**config.mk**
```make
export PLATFORM = sky130hd
export DESIGN_NAME = rpn_eval
export DESIGN_NICKNAME = d
export VERILOG_FILES = /design/src/rtl/rpn_pkg.sv /design/src/rtl/rpn_stack.sv /design/src/rtl/rpn_alu.sv /design/src/rtl/rpn_eval.sv
export SDC_FILE = /design/constraint.sdc
export NUM_CORES = 1
export LEC_CHECK = 0
export ABC_AREA = 1
export BUFFER_PORTS_ARGS = -buffer_cell sky130_fd_sc_hd__buf_2
export CORE_MARGIN = 4
export CORE_UTILIZATION = 35
export CTS_CLUSTER_SIZE = 10
export DETAILED_ROUTE_END_ITERATION = 8
export PLACE_DENSITY_LB_ADDON = 0.1
export SYNTH_ARGS = -nofsm -noshare
export SYNTH_HDL_FRONTEND = slang
export SYNTH_SLANG_ARGS = --single-unit
```
**constraint.sdc**
```tcl
create_clock -name clk -period 19.5 [get_ports clk]
set_clock_uncertainty 0.1 [all_clocks]
set_input_delay 1.95 -clock clk [delete_from_list [all_inputs] [get_ports clk]]
set_output_delay 1.95 -clock clk [all_outputs]
set_load 0.03 [all_outputs]
```
**src/rtl/rpn_pkg.sv**
```systemverilog
package rpn_pkg;

    typedef enum logic [2:0] {
        TK_PUSH = 3'd0,
        TK_POP  = 3'd1,
        TK_ADD  = 3'd2,
        TK_SUB  = 3'd3,
        TK_MUL  = 3'd4
    } tok_kind_e;

    typedef enum logic [1:0] {
        STK_IDLE = 2'd0,
        STK_PUSH = 2'd1,
        STK_POP  = 2'd2,
        STK_FOLD = 2'd3
    } stk_op_e;

    typedef struct packed {
        logic is_push;
        logic is_pop;
        logic is_bin;
        logic is_mul;
    } tok_class_t;

    function automatic tok_class_t classify(input logic [2:0] kind);
        tok_class_t c;
        c.is_push = (kind == TK_PUSH);
        c.is_pop  = (kind == TK_POP);
        c.is_bin  = (kind == TK_ADD) || (kind == TK_SUB) || (kind == TK_MUL);
        c.is_mul  = (kind == TK_MUL);
        return c;
    endfunction

endpackage

```
**src/rtl/rpn_stack.sv**
```systemverilog
module rpn_stack
    import rpn_pkg::*;
#(
    parameter int W     = 16,
    parameter int DEPTH = 8,
    localparam int CW   = $clog2(DEPTH + 1)
) (
    input  logic          clk,
    input  logic          rst,
    input  logic          clr,
    input  stk_op_e       op,
    input  logic [W-1:0]  wdata,
    output logic [W-1:0]  top,
    output logic [W-1:0]  second,
    output logic [CW-1:0] count
);

    logic [W-1:0]  mem [DEPTH];
    logic [CW-1:0] cnt_q;

    // One write port per entry: a push lands at index cnt, a fold at cnt-2.
    for (genvar g = 0; g < DEPTH; g++) begin : g_entry
        logic wr_en;
        assign wr_en = ((op == STK_PUSH) && (int'(cnt_q) == g)) ||
                       ((op == STK_FOLD) && (int'(cnt_q) == g + 2));
        always_ff @(posedge clk) begin
            if (rst) begin
                mem[g] <= '0;
            end else if (wr_en && !clr) begin
                mem[g] <= wdata;
            end
        end
    end

    always_ff @(posedge clk) begin
        if (rst || clr) begin
            cnt_q <= '0;
        end else begin
            unique case (op)
                STK_PUSH: if (int'(cnt_q) < DEPTH) cnt_q <= cnt_q + CW'(1);
                STK_POP:  if (cnt_q != '0)         cnt_q <= cnt_q - CW'(1);
                STK_FOLD: if (int'(cnt_q) >= 2)    cnt_q <= cnt_q - CW'(1);
                default:  cnt_q <= cnt_q;
            endcase
        end
    end

    always_comb begin
        top    = '0;
        second = '0;
        for (int i = 0; i < DEPTH; i++) begin
            if (int'(cnt_q) == i + 1) top    = mem[i];
            if (int'(cnt_q) == i + 2) second = mem[i];
        end
    end

    assign count = cnt_q;

endmodule

```
**src/rtl/rpn_alu.sv**
```systemverilog
module rpn_alu
    import rpn_pkg::*;
#(
    parameter int W = 16
) (
    input  logic [2:0]   kind,
    input  logic [W-1:0] lhs,
    input  logic [W-1:0] rhs,
    output logic [W-1:0] sum_diff,
    output logic [W-1:0] product
);

    always_comb begin
        if (kind == TK_SUB) sum_diff = lhs - rhs;
        else                sum_diff = lhs + rhs;
    end

    assign product = lhs * rhs;

endmodule

```
**src/rtl/rpn_eval.sv**
```systemverilog
module rpn_eval
    import rpn_pkg::*;
#(
    parameter int W     = 16,
    parameter int DEPTH = 8,
    localparam int CW   = $clog2(DEPTH + 1)
) (
    input  logic          clk,
    input  logic          rst,
    input  logic          clear,
    input  logic          tok_valid,
    output logic          tok_ready,
    input  logic [2:0]    tok_kind,
    input  logic [W-1:0]  tok_data,
    output logic [W-1:0]  result,
    output logic [CW-1:0] depth,
    output logic          err_underflow,
    output logic          err_overflow
);

    tok_class_t   cls;
    logic         accept, full, two_ok, under_ev, over_ev, mul_start;
    logic         busy_q, unf_q, ovf_q;
    logic [W-1:0] mul_q, top_w, second_w, sum_diff_w, product_w, wdata;
    stk_op_e      op;

    assign cls       = classify(tok_kind);
    assign tok_ready = !busy_q && !clear;
    assign accept    = tok_valid && tok_ready;
    assign full      = (int'(depth) == DEPTH);
    assign two_ok    = (int'(depth) >= 2);
    assign under_ev  = accept && ((cls.is_bin && !two_ok) || (cls.is_pop && depth == '0));
    assign over_ev   = accept && cls.is_push && full;
    assign mul_start = accept && cls.is_mul && two_ok;

    rpn_alu #(.W(W)) i_alu (
        .kind     (tok_kind),
        .lhs      (second_w),
        .rhs      (top_w),
        .sum_diff (sum_diff_w),
        .product  (product_w)
    );

    always_comb begin
        op    = STK_IDLE;
        wdata = tok_data;
        if (busy_q) begin
            op    = STK_FOLD;
            wdata = mul_q;
        end else if (accept) begin
            if (cls.is_push && !full) begin
                op = STK_PUSH;
            end else if (cls.is_pop && depth != '0) begin
                op = STK_POP;
            end else if (cls.is_bin && !cls.is_mul && two_ok) begin
                op    = STK_FOLD;
                wdata = sum_diff_w;
            end
        end
    end

    rpn_stack #(.W(W), .DEPTH(DEPTH)) i_stack (
        .clk    (clk),
        .rst    (rst),
        .clr    (clear),
        .op     (op),
        .wdata  (wdata),
        .top    (top_w),
        .second (second_w),
        .count  (depth)
    );

    always_ff @(posedge clk) begin
        if (rst || clear) begin
            busy_q <= 1'b0;
            mul_q  <= '0;
            unf_q  <= 1'b0;
            ovf_q  <= 1'b0;
        end else begin
            busy_q <= mul_start;
            if (mul_start) mul_q <= product_w;
            if (under_ev)  unf_q <= 1'b1;
            if (over_ev)   ovf_q <= 1'b1;
        end
    end

    assign result        = top_w;
    assign err_underflow = unf_q;
    assign err_overflow  = ovf_q;

    AST_DEPTH_BOUND: assert property (@(posedge clk) disable iff (rst)
        int'(depth) <= DEPTH);
    AST_PUSH_GROWS: assert property (@(posedge clk) disable iff (rst || clear)
        (accept && cls.is_push && !full) |=> depth == $past(depth) + CW'(1));
    AST_NO_OVERFLOW: assert property (@(posedge clk) disable iff (rst || clear)
        (accept && cls.is_push && full) |=> (err_overflow && $stable(depth)));
    AST_UNDERFLOW_HOLD: assert property (@(posedge clk) disable iff (rst || clear)
        under_ev |=> (err_underflow && $stable(depth)));
    AST_MUL_STALL: assert property (@(posedge clk) disable iff (rst || clear)
        mul_start |=> !tok_ready);
    AST_MUL_FOLD: assert property (@(posedge clk) disable iff (rst || clear)
        mul_start |=> ##1 (depth == $past(depth, 2) - CW'(1)));
    AST_CLEAR_EMPTIES: assert property (@(posedge clk) disable iff (rst)
        clear |=> (depth == '0 && !err_underflow && !err_overflow));
    AST_FLAG_STICKY: assert property (@(posedge clk) disable iff (rst || clear)
        (err_overflow || err_underflow) |=>
        (err_overflow >= $past(err_overflow) && err_underflow >= $past(err_underflow)));
    AST_CLEAR_BLOCKS: assert property (@(posedge clk) disable iff (rst)
        clear |-> !tok_ready);

endmodule

```
Yosys cells after proc, flatten, opt, wreduce, memory -nomap -nowiden. Memories as Yosys holds them, arrays and structs flattened. Cells that the tools add are included.

Bits in writable memories: 128. Memories kept: 1. Logic and storage cells: 165. Bits of input ports: 23. Flip-flop bits (word level): 23.

Memory list: i_stack.mem (depth 8, bits a word 16, read ports 8, clocked after memory_dff 0, wr ports 8, line rpn_stack.sv:18) `logic [W-1:0] mem [DEPTH];`.

Magnitude comparators: 2. Bitwise gates (word level): 8. Eq/ne operators: 19. $add $sub $neg: 4. Reductions and logical operators: 60. Multiplexer cells: 65. Multipliers: 1.

Operators with widths (number): $mux 16 (30); $logic_and 1x1->1 (37); $mux 1 (26); $eq 4x4->1 const B (6); $add 16x16->16 (1); $mul 16x16->16 (1); $sub 16x16->16 (1); $logic_or 1x1->1 (12); $mux 4 (3); $pmux 4 s3 (1); $mux 2 (5); $eq 4x3->1 const B (2); $logic_not 4->1 (2); $or 1x1->1 (8); $eq 3x2->1 const B (2); $ne 2x2->1 const B (3); $logic_not 1->1 (5); $add 4x1->4 const B (1); $eq 2x2->1 const B (2); $eq 4x2->1 const B (1); $ge 4x2->1 const B (1); $lt 4x4->1 const B (1); $reduce_and 4->1 (1); $reduce_bool 4->1 (1); 6 further kinds (6).

Logic depth before layout (Yosys ltp). Gate-level depths: netlist of the first run.

Word-level depth: 18. Mapped depth: 42.

Modules after synthesis. A second synthesis of the first run with hierarchy kept.

Cells, all modules: 1956. Area, all modules: 14139.8 um^2.

By module, submodules not included: rpn_stack (cells each 877, instances 1, area an instance 7208.2 um^2); rpn_alu (cells each 812, instances 1, area an instance 5411.4 um^2); rpn_eval (cells each 267, instances 1, area an instance 1520.2 um^2).

Worst setup path before layout of the first run. Ideal clock, no wire load.

Path type: register to register. Start point: reg i_stack.cnt_q[1] (netlist: i_stack.count[1]). End point: reg mul_q[15]. Data arrival time: 6.592 ns. Period minus slack after synthesis: 6.801 ns. Setup time: 0.109 ns. Stages on the path, launching flop included: 37. Path buffers: 4. Setup slack: 12.699 ns. Cells stage by stage: dfxtp_1 -> buf_6 -> inv_1 -> nand2_1 -> nor2_4 -> buf_6 -> buf_6 -> nand2_1 -> nand4_1 -> nor2_2 -> buf_4 -> clkinv_1 -> nand2_1 -> fa_1 -> fa_1 -> fa_1 -> fa_1 -> inv_1 -> fa_1 -> inv_1 -> fa_1 -> inv_1 -> ha_1 -> nand2_1 -> nor2_1 -> nand3_1 -> o2111ai_1 -> xor2_1 -> nand3_1 -> nand2_1 -> nand2_1 -> nand2_1 -> inv_1 -> nand2_1 -> nand3_1 -> nand2_1 -> inv_1.

Cells in the longest elaborated chain, start to end: 10. Elaborated cells on any way between the ends: 28. Classes of those cells: 1 x mul; 1 x order compare; 9 x eq/ne; 16 x mux; 1 x reduce/logical.

Ends and longest elaborated chain: start, declared (line rpn_stack.sv:19) `logic [CW-1:0] cnt_q;`; start signal, assigned (line rpn_stack.sv:41) `STK_POP: if (cnt_q != '0) cnt_q <= cnt_q - CW'(1);`; start signal, assigned (line rpn_stack.sv:43) `default: cnt_q <= cnt_q;`; $eq 4x2->1 (line rpn_stack.sv:52) `if (int'(cnt_q) == i + 1) top = mem[i];`; $mux 16 (7 in series) (line rpn_stack.sv:52); $mux 16 * (line rpn_stack.sv:52); via result[2] (line rpn_eval.sv:15) `output logic [W-1:0] result,`; $mul 16x16->16 * (line rpn_alu.sv:18) `assign product = lhs * rhs;`; end signal, assigned (line rpn_eval.sv:81) `if (mul_start) mul_q <= product_w;`; end, declared (line rpn_eval.sv:24) `logic [W-1:0] mul_q, top_w, second_w, sum_diff_w, product_w, wdata;`.

The timed path passes the listed nets; every way through them passes the cells marked *. A chain may end at the register's enable or synchronous reset.

Worst setup path in the final report of the first run.
Start point: reg i_stack.cnt_q[1] (netlist: i_stack.count[1]). End point: reg mul_q[15].

Cells in the longest elaborated chain, start to end: 10. Elaborated cells on any way between the ends: 28. Classes of those cells: 1 x mul; 1 x order compare; 9 x eq/ne; 16 x mux; 1 x reduce/logical.

Ends and longest elaborated chain (line): $eq 4x3->1 or $eq 4x2->1 (tied branches) (rpn_stack.sv:52, rpn_stack.sv:53); $mux 16, on equally long branches (8 in series) (rpn_stack.sv:53, rpn_stack.sv:52); $mul 16x16->16 (rpn_alu.sv:18).

Several ways; a longest one is shown, not always the timed one.

==> flow_summary.json, run 1 <==
{
  "status": "finished, final reports clean",
  "initial_core_util": 0.356,
  "maxCapViolations": 0,
  "cts_buffers": 17,
  "critPathLaunchType": "flop",
  "cts.repair.resized": 0,
  "leakagePower_nw": 6.58,
  "grt_antenna_before_repair": 0,
  "routedWlPerCell_um": 19.6,
  "worst_slew_pin_slew_ns": 1.28,
  "internal-power_mw": 0.572,
  "setup_viol": 0,
  "ys_ff_latch": 151,
  "fmax_mhz": 123,
  "synthTopCellsByArea": "edfxtp_1 (29%), fa_1 (12%), nand2_1 (11%)",
  "peakVddDrop_uv": 62.2,
  "yosysWarnings": 0,
  "antennaDiodeCount": 0,
  "io_buffers": 45,
  "mostFrequentLayoutCells": "nand2_1 (391), nor2_1 (283), inv_1 (252)",
  "cp.arrival_ns": 8.37,
  "ios": 46,
  "cts_sinks": 151,
  "crit_path_end_kind": "flop",
  "fin_nets": 1932,
  "layout_commonest_cell": "nand2_1",
  "dp.final_hpwl_um": 34500,
  "synth-seq-area-share": 0.320,
  "synth_top_flop_cell": "edfxtp_1",
  "drt_pre_antenna_iters": 5,
  "p_seq_frac": 0.477,
  "syn-num-nets": 1914,
  "synth-edff-count": 128,
  "power-per-cell-area_nw_per_um2": 52.2,
  "cts_tree": "yes",
  "die_w_um": 204,
  "cts_hold_buf": 0,
  "syn_area_sq_um": 13400,
  "grt_use_total": 0.217,
  "regArea_sq_um": 4300,
  "cts_setup_buffers": 0,
  "final_core_util": 0.387,
  "die_area_sq_um": 41600,
  "max_stage_delay_ns": 0.62,
  "hold_viol_final": 0,
  "synthCells": 1741,
  "insertion_delay_ns": 0.45,
  "hp-class": "reg -> reg",
  "fill_cells": 3971,
  "yosysTopAreaCell": "edfxtp_1",
  "multiInputGateArea_sq_um": 7710,
  "avgSynthCellArea_sq_um": 7.72,
  "synth_top_area_frac": 0.286,
  "root_buffer": "clkbuf_16",
  "fin_crit_ns": 8.12,
  "timing.final.max_slew_violations": 0,
  "fp.dieH_um": 204,
  "pwr-share-clk": 0.443,
  "cp_common_cell": "nand2_1",
  "setup_tns_ns": 0,
  "drt_iter0_drc": 923,
  "fin_crit_sh": 0.416,
  "power_switching_mw": 0.190,
  "worst-path-max-fanout": 24,
  "overflow": 0,
  "switching_share": 0.249,
  "clk_path_buf_depth": 2,
  "ys_types": 56,
  "path_class": "reg -> reg",
  "postRouteAntennaNets": 0,
  "cp_slowest_cell": "dfxtp_1",
  "rows": 71,
  "grt_max_degree": 44,
  "grt_pass1_vias": 11500,
  "rsz0062_at_grt": "no",
  "cts.htree.levels": 4,
  "clk_pin_slew_ns": 0.07,
  "wirelength_um": 44700,
  "required_ns": 19.75,
  "drcViolationCount": 0,
  "area_growth_pct": 8.52,
  "drive_gt1_frac": 0.0909,
  "viasPerCell": 5.08,
  "power_frac_comb": 0.079,
  "core_sq_um": 37800,
  "async_flop_share": 0,
  "slew_headroom": 0.143,
  "vias": 11600,
  "routabilityCongestion": 0.884,
  "grt_pass1_wl_um": 68900
}
[sequential cells by signal, indices dropped and copies added (netlist names)]
register       cells
busy_q             1
err_overflow       1
err_underflow      1
i_stack.count      4
i_stack.mem      128
mul_q             16
[power groups by stage]
stage	registers, mW	clock network [mW]	logic (mW)
final	0.363	0.337	0.0605
after global routing	0.365	0.353	0.0668
after CTS	0.363	0.340	0.0603
after detailed placement	0.370	0	0.0600
after global placement	0.370	0	0.0604
after floorplan	0.369	0	0.0379
[per-layer routing]
metal  GRT usage  vias up  share of wire
met1       0.311     5605           0.47
li1            -     5586              -
met4      0.0493        0          0.016
met5           0        -              0
met2       0.347      355           0.45
met3      0.0359       45          0.060
[worst paths after layout]
kind | startpoint | endpoint | slack (ns) | depth (start not counted)
worst max register to register | i_stack.count[1] | mul_q[15] | 11.38 | 33
worst max-delay path | i_stack.count[1] | mul_q[15] | 11.38 | 33
worst min-delay path | mul_q[2] | mul_q[2] | 0.37 | 2
worst min register to register | mul_q[2] | mul_q[2] | 0.37 | 2
[through the flow]
| step | instance area (sq um) | power, mW | worst slack, ns | cells | hold WS (ns) |
|---|---|---|---|---|---|
| after floorplan | 13400 | 0.407 | 12.70 | 1741 | 0.338 |
| after global placement | 14000 | 0.431 | 11.52 | 2251 | 0.355 |
| after detailed placement | 14000 | 0.430 | 11.45 | 2251 | 0.362 |
| after CTS | 14600 | 0.764 | 11.40 | 2283 | 0.371 |
| after global routing | 14600 | 0.784 | 10.80 | 2283 | 0.407 |
| final | 14600 | 0.761 | 11.38 | 2283 | 0.368 |
[final cells by class]
cell class              instances  area share
multi-input cells            1259       0.529
flip-flops and latches        151       0.295
inverters                     273      0.0707
well taps                     511      0.0438
clock buffers                  27      0.0382
repair buffers                 57      0.0216
clock inverters                 5     0.00197
[worst max-delay path: cells and delay by family (launching register included)]
kind,cells,cell delay (ns)
buf+inv,8,1.17
fa+ha+maj,7,3.15
compound gates,2,0.63
xor+xnor,1,0.22
flops,1,0.62
simple gates,15,2.11
[Yosys cell counts, types with 2 or more instances]
cell type and instances:
buf_6 15, dfxtp_1 23, nand3_1 97, a22oi_1 3, inv_2 17, o21ai_1 7
edfxtp_1 128, a31oi_1 3, buf_1 2, or2_2 8, nor2_1 283, nor2_2 7
o22ai_1 10, xor2_1 26, nand3b_1 8, nand3_2 3, o21bai_1 4, buf_4 5
nor3_1 8, or2_0 9, xnor2_1 13, nand2_2 18, o211ai_1 9, o21ai_2 4
clkbuf_1 10, fa_1 82, nor2_4 7, clkinv_1 2, a211oi_1 3, a21oi_1 86
nand2_1 391, nand2_4 4, inv_1 252, o21a_1 3, buf_2 24, o21ai_0 50
nand4_1 29, ha_1 68, a21boi_0 3
[logic make-up after synthesis]
logic type	synth area share
AND/OR/NAND/NOR	0.281
buffers and inverters	0.107
AO/OA/AOI/OAI	0.0816
flip-flops	0.320
adder cells (fa/ha/maj)	0.185
XOR/XNOR	0.0254
No activity file was read; power rests on OpenSTA's default activity.
==> run 2, diff against run 1 <==
clock period = 7.2 ns   (was 19.5 ns; I/O delays follow)
==> flow_summary.json, run 2 (same netlist as run 1, synthesis figures left out) <==
{
  "status": "finished, final reports clean",
  "cp.arrival_ns": 7.05,
  "min_path_cells": 2,
  "area_growth_pct": 14.0,
  "clk_path_buf_depth": 2,
  "r2r-start": "i_stack.count[2]",
  "timing.final.max_slew_violations": 0,
  "die_w_um": 204,
  "routabilityCongestion": 0.914,
  "cts_tree": "yes",
  "power_frac_comb": 0.081,
  "p_seq_frac": 0.472,
  "io_buffers": 45,
  "power_switching_mw": 0.521,
  "min_to": "mul_q[1]",
  "worst_slew_pin_slew_ns": 1.27,
  "path_class": "reg -> reg",
  "critPathLaunchType": "flop",
  "grt_antenna_before_repair": 0,
  "wirelength_um": 45900,
  "cts_buffers": 17,
  "root_buffer": "clkbuf_16",
  "routedWlPerCell_um": 19.5,
  "postRouteAntennaNets": 0,
  "antennaDiodeCount": 0,
  "crit_path_end_kind": "flop",
  "hold_viol_final": 0,
  "max_stage_delay_ns": 0.54,
  "cp_common_cell": "nand2_1",
  "die_area_sq_um": 41600,
  "vias": 11800,
  "grt_max_degree": 41,
  "cts.htree.levels": 4,
  "worst-path-max-fanout": 15,
  "setup_viol": 0,
  "pwr-share-clk": 0.447,
  "required_ns": 7.44,
  "drive_gt1_frac": 0.138,
  "layout_commonest_cell": "nand2_1",
  "initial_core_util": 0.356,
  "insertion_delay_ns": 0.44,
  "cts_hold_buf": 0,
  "fin_crit_ns": 6.81,
  "drcViolationCount": 0,
  "mostFrequentLayoutCells": "nand2_1 (385), nor2_1 (280), inv_1 (248)",
  "grt_pass1_vias": 11900,
  "grt_use_total": 0.224,
  "cts_sinks": 151,
  "r2r-end": "mul_q[15]",
  "overflow": 0,
  "ios": 46,
  "hp-class": "reg -> reg",
  "fin_crit_sh": 0.945,
  "p_total_mw": 2.08,
  "slew_headroom": 0.148,
  "rsz0062_at_grt": "yes",
  "power-per-cell-area_nw_per_um2": 136,
  "top_register": "i_stack.mem",
  "hold_path.startpoint": "mul_q[1]",
  "core_sq_um": 37800,
  "clk_pin_slew_ns": 0.06,
  "reg2reg_setup_slack_ns": 0.39,
  "internal-power_mw": 1.56,
  "setup_tns_ns": 0,
  "dp.final_hpwl_um": 36100,
  "startpoint": "i_stack.count[2]",
  "switching_share": 0.250,
  "peakVddDrop_uv": 164,
  "drt_pre_antenna_iters": 5,
  "rows": 71,
  "drt_iter0_drc": 879,
  "maxCapViolations": 0,
  "grt_pass1_wl_um": 71300,
  "ff2ff_path_depth": 36,
  "fill_cells": 3932,
  "final_core_util": 0.406,
  "viasPerCell": 5.03,
  "largest_reg_flops": 128,
  "fin_nets": 2002,
  "fp.dieH_um": 204,
  "leakagePower_nw": 6.94,
  "cp_slowest_cell": "fa_1",
  "fmax_mhz": 147
}
[run 2: cell count changes in the layout (fill, tap and decap cells not counted), moves of 4 or more]
cell / before / now
dfxtp_1: 23 / 19
nand2_1: 391 / 385
buf_12: 0 / 5
inv_1: 252 / 248
clkbuf_16: 21 / 17
buf_4: 12 / 73
dfxtp_2: 0 / 4
nor2_4: 7 / 11
clkinvlp_4: 0 / 4
clkinv_4: 1 / 7
nand2_2: 18 / 23
buf_6: 0 / 4
[run 2: layer usage]
layer  vias to the layer above  GRT usage  routed length (um)
met5                         -          0                   0
met4                         0     0.0550                 913
met3                        46     0.0265                1980
met2                       319      0.358               20900
met1                      5763      0.326               22100
li1                       5716          -                   -
[run 2: power groups by stage]
stage	sequential (mW)	clock, mW	combinational [mW]
2_1_floorplan	0.999	0	0.103
3_3_place_gp	1.00	0	0.163
3_5_place_dp	1.00	0	0.163
4_1_cts	0.984	0.945	0.165
5_1_grt	0.987	0.981	0.185
6_report	0.984	0.931	0.169
[run 2: per-stage QoR]
stage	setup slack, ns	instance area [sq um]	instances	hold WS (ns)
6_report	0.393	15300	2353	0.372
5_1_grt	-0.0100	15300	2353	0.401
4_1_cts	0.0823	15000	2336	0.373
3_5_place_dp	-0.0513	14400	2301	0.363
3_3_place_gp	0.00348	14400	2301	0.361
2_1_floorplan	0.399	13400	1741	0.338
[run 2: worst max-delay path by stage]
stage | end | cells past startpoint | slack [ns]
after floorplan | mul_q[15] | 36 | 0.40
after global placement | mul_q[15] | 39 | 0.003
after detailed placement | mul_q[14] | 32 | -0.05
after CTS | mul_q[14] | 34 | 0.08
after global routing | mul_q[14] | 36 | -0.01
final | mul_q[15] | 36 | 0.39
[run 2: critical path: cells and delay by family, from the launching register on]
| kind | cells | cell delay (ns) |
|---|---|---|
| adder cells (fa/ha/maj) | 7 | 3.33 |
| AND/OR/NAND/NOR | 16 | 1.50 |
| buffers and inverters | 11 | 1.08 |
| flip-flops | 1 | 0.36 |
| XOR/XNOR | 1 | 0.20 |
| AO/OA/AOI/OAI | 1 | 0.12 |
[run 2: timing repair]
| item | CTS | global route |
|---|---|---|
| buffers inserted | 3 | 17 |
| pin swaps | 1 | 7 |
| endpoints found under the setup margin | 2 | 4 |
| gates resized for setup | 1 | 41 |
[run 2: cell type report]
cell class	count	area, sq um	share of cell area
tap	511	639	0.0417
timing repair buffer	127	918	0.0599
inverter	273	1060	0.0690
multi-input combinational	1259	7820	0.510
clock buffer	19	433	0.0282
sequential	151	4310	0.281
clock inverter	13	156	0.0102
==> run 3, diff against run 2 <==
CELL_PAD_IN_SITES_DETAIL_PLACEMENT = 1   (was not set)
CELL_PAD_IN_SITES_GLOBAL_PLACEMENT = 2   (was not set)
==> flow_summary.json, run 3 (same netlist as run 1, synthesis figures left out) <==
{
  "worst_slew_pin_slew_ns": 1.18,
  "grt_pass1_vias": 12900,
  "ff2ff_path_depth": 35,
  "internal-power_mw": 1.49,
  "cts_tree": "yes",
  "die_area_sq_um": 41600,
  "min_to": "mul_q[2]",
  "initial_core_util": 0.356,
  "io_buffers": 45,
  "finalNonFillerCells": 2351,
  "drt_pre_antenna_iters": 5,
  "fp.dieH_um": 204,
  "overflow": 0,
  "ios": 46,
  "required_ns": 7.44,
  "grt_pass1_wl_um": 76600,
  "switching_share": 0.259,
  "insertion_delay_ns": 0.44,
  "cp.arrival_ns": 7.05,
  "final_core_util": 0.407,
  "routedWlPerCell_um": 21.2,
  "routabilityCongestion": 0.885,
  "mostFrequentLayoutCells": "nand2_1 (381), nor2_1 (275), inv_1 (247)",
  "core_sq_um": 37800,
  "min_path_cells": 2,
  "largest_reg_flops": 128,
  "die_w_um": 204,
  "drcViolationCount": 0,
  "clk_path_buf_depth": 2,
  "grt_max_degree": 43,
  "max_stage_delay_ns": 0.54,
  "grt_use_total": 0.241,
  "pwr-share-clk": 0.424,
  "drt_iter0_drc": 713,
  "setup_viol": 0,
  "peakVddDrop_uv": 153,
  "antennaDiodeCount": 0,
  "power_switching_mw": 0.519,
  "fin_crit_sh": 0.945,
  "viasPerCell": 5.16,
  "critPathLaunchType": "flop",
  "wirelength_um": 49800,
  "leakagePower_nw": 6.90,
  "status": "finished, final reports clean",
  "area_growth_pct": 14.3,
  "power-per-cell-area_nw_per_um2": 130,
  "setup_tns_ns": 0,
  "slew_headroom": 0.208,
  "timing.final.max_slew_violations": 0,
  "fill_cells": 4615,
  "rows": 71,
  "grt_antenna_before_repair": 0,
  "path_class": "reg -> reg",
  "cts_sinks": 151,
  "postRouteAntennaNets": 0,
  "reg2reg_setup_slack_ns": 0.39,
  "whs_ns": 0.377,
  "cts_buffers": 17,
  "r2r-end": "mul_q[15]",
  "dp.cells": 2304,
  "hold_viol_final": 0,
  "vias": 12100,
  "dp.final_hpwl_um": 39200,
  "worst-path-max-fanout": 7,
  "fmax_mhz": 147,
  "top_register": "i_stack.mem",
  "cp_common_cell": "nand2_1",
  "maxCapViolations": 0,
  "r2r-start": "i_stack.count[2]",
  "drive_gt1_frac": 0.142,
  "hp-class": "reg -> reg",
  "crit_path_end_kind": "flop",
  "clk_pin_slew_ns": 0.07,
  "layout_commonest_cell": "nand2_1",
  "power_frac_comb": 0.086,
  "root_buffer": "clkbuf_16",
  "cts_hold_buf": 0,
  "fin_crit_ns": 6.81,
  "cp_slowest_cell": "fa_1",
  "p_seq_frac": 0.490,
  "cts.htree.levels": 4,
  "hold_path.startpoint": "mul_q[2]",
  "fin_nets": 2001
}
-- run 3: cell count changes in the layout (fill, tap and decap cells not counted), sizes merged --
cell and change:
buf -2, bufinv -2, clkbuf +1, clkinv +1
clkinvlp +1, inv -1
-- run 3: layout make-up --
class | instances | area [sq um] | share of cell area
clock buffers | 19 | 433 | 0.0282
well taps | 511 | 639 | 0.0416
multi-input cells | 1259 | 7880 | 0.512
repair buffers | 126 | 947 | 0.0616
inverters | 273 | 1080 | 0.0700
clock inverters | 12 | 86.3 | 0.00562
flip-flops and latches | 151 | 4310 | 0.281
-- run 3: worst max path at each step --
| stage | start | end | slack [ns] |
|---|---|---|---|
| after floorplan | i_stack.count[1] | mul_q[15] | 0.40 |
| after global placement | i_stack.count[1] | mul_q[15] | 0.07 |
| after detailed placement | i_stack.count[1] | mul_q[15] | -0.02 |
| after CTS | i_stack.count[2] | mul_q[15] | 0.006 |
| after global routing | i_stack.count[3] | mul_q[14] | -0.002 |
| final | i_stack.count[2] | mul_q[15] | 0.39 |
-- run 3: power groups by stage --
stage | Combinational [mW] | Sequential, mW | Clock (mW)
after floorplan | 0.103 | 0.999 | 0
after global placement | 0.166 | 1.00 | 0
after detailed placement | 0.167 | 1.00 | 0
after CTS | 0.168 | 0.984 | 0.856
after global routing | 0.187 | 0.986 | 0.897
final | 0.172 | 0.983 | 0.850
-- run 3: layer usage --
metal	track usage	wire length, um	up-vias
met1	0.344	23600	6084
li1	-	-	5709
met4	0.0586	1040	0
met3	0.0395	2220	67
met5	0	0	-
met2	0.386	22900	260
-- run 3: worst max-delay path, delay by kind of cell (launching register included) --
family          cells  cell delay [ns]
simple gates       17             1.82
compound gates      1             0.13
flops               1             0.37
xor+xnor            1             0.21
fa+ha+maj           7             3.26
buf+inv             9             0.81
-- run 3: per-stage QoR --
stage	area (sq um)	setup slack [ns]	total power, mW
CTS	15000	0.00629	2.01
global route	15400	-0.00163	2.07
global placement	14500	0.0664	1.17
floorplan	13400	0.399	1.10
detailed placement	14500	-0.0239	1.17
finish	15400	0.394	2.00
-- run 3: repair_timing --
item	in CTS	in global routing
buffers inserted	0	16
gates resized for setup	4	64
setup endpoints to repair	1	4
pin swaps	1	13
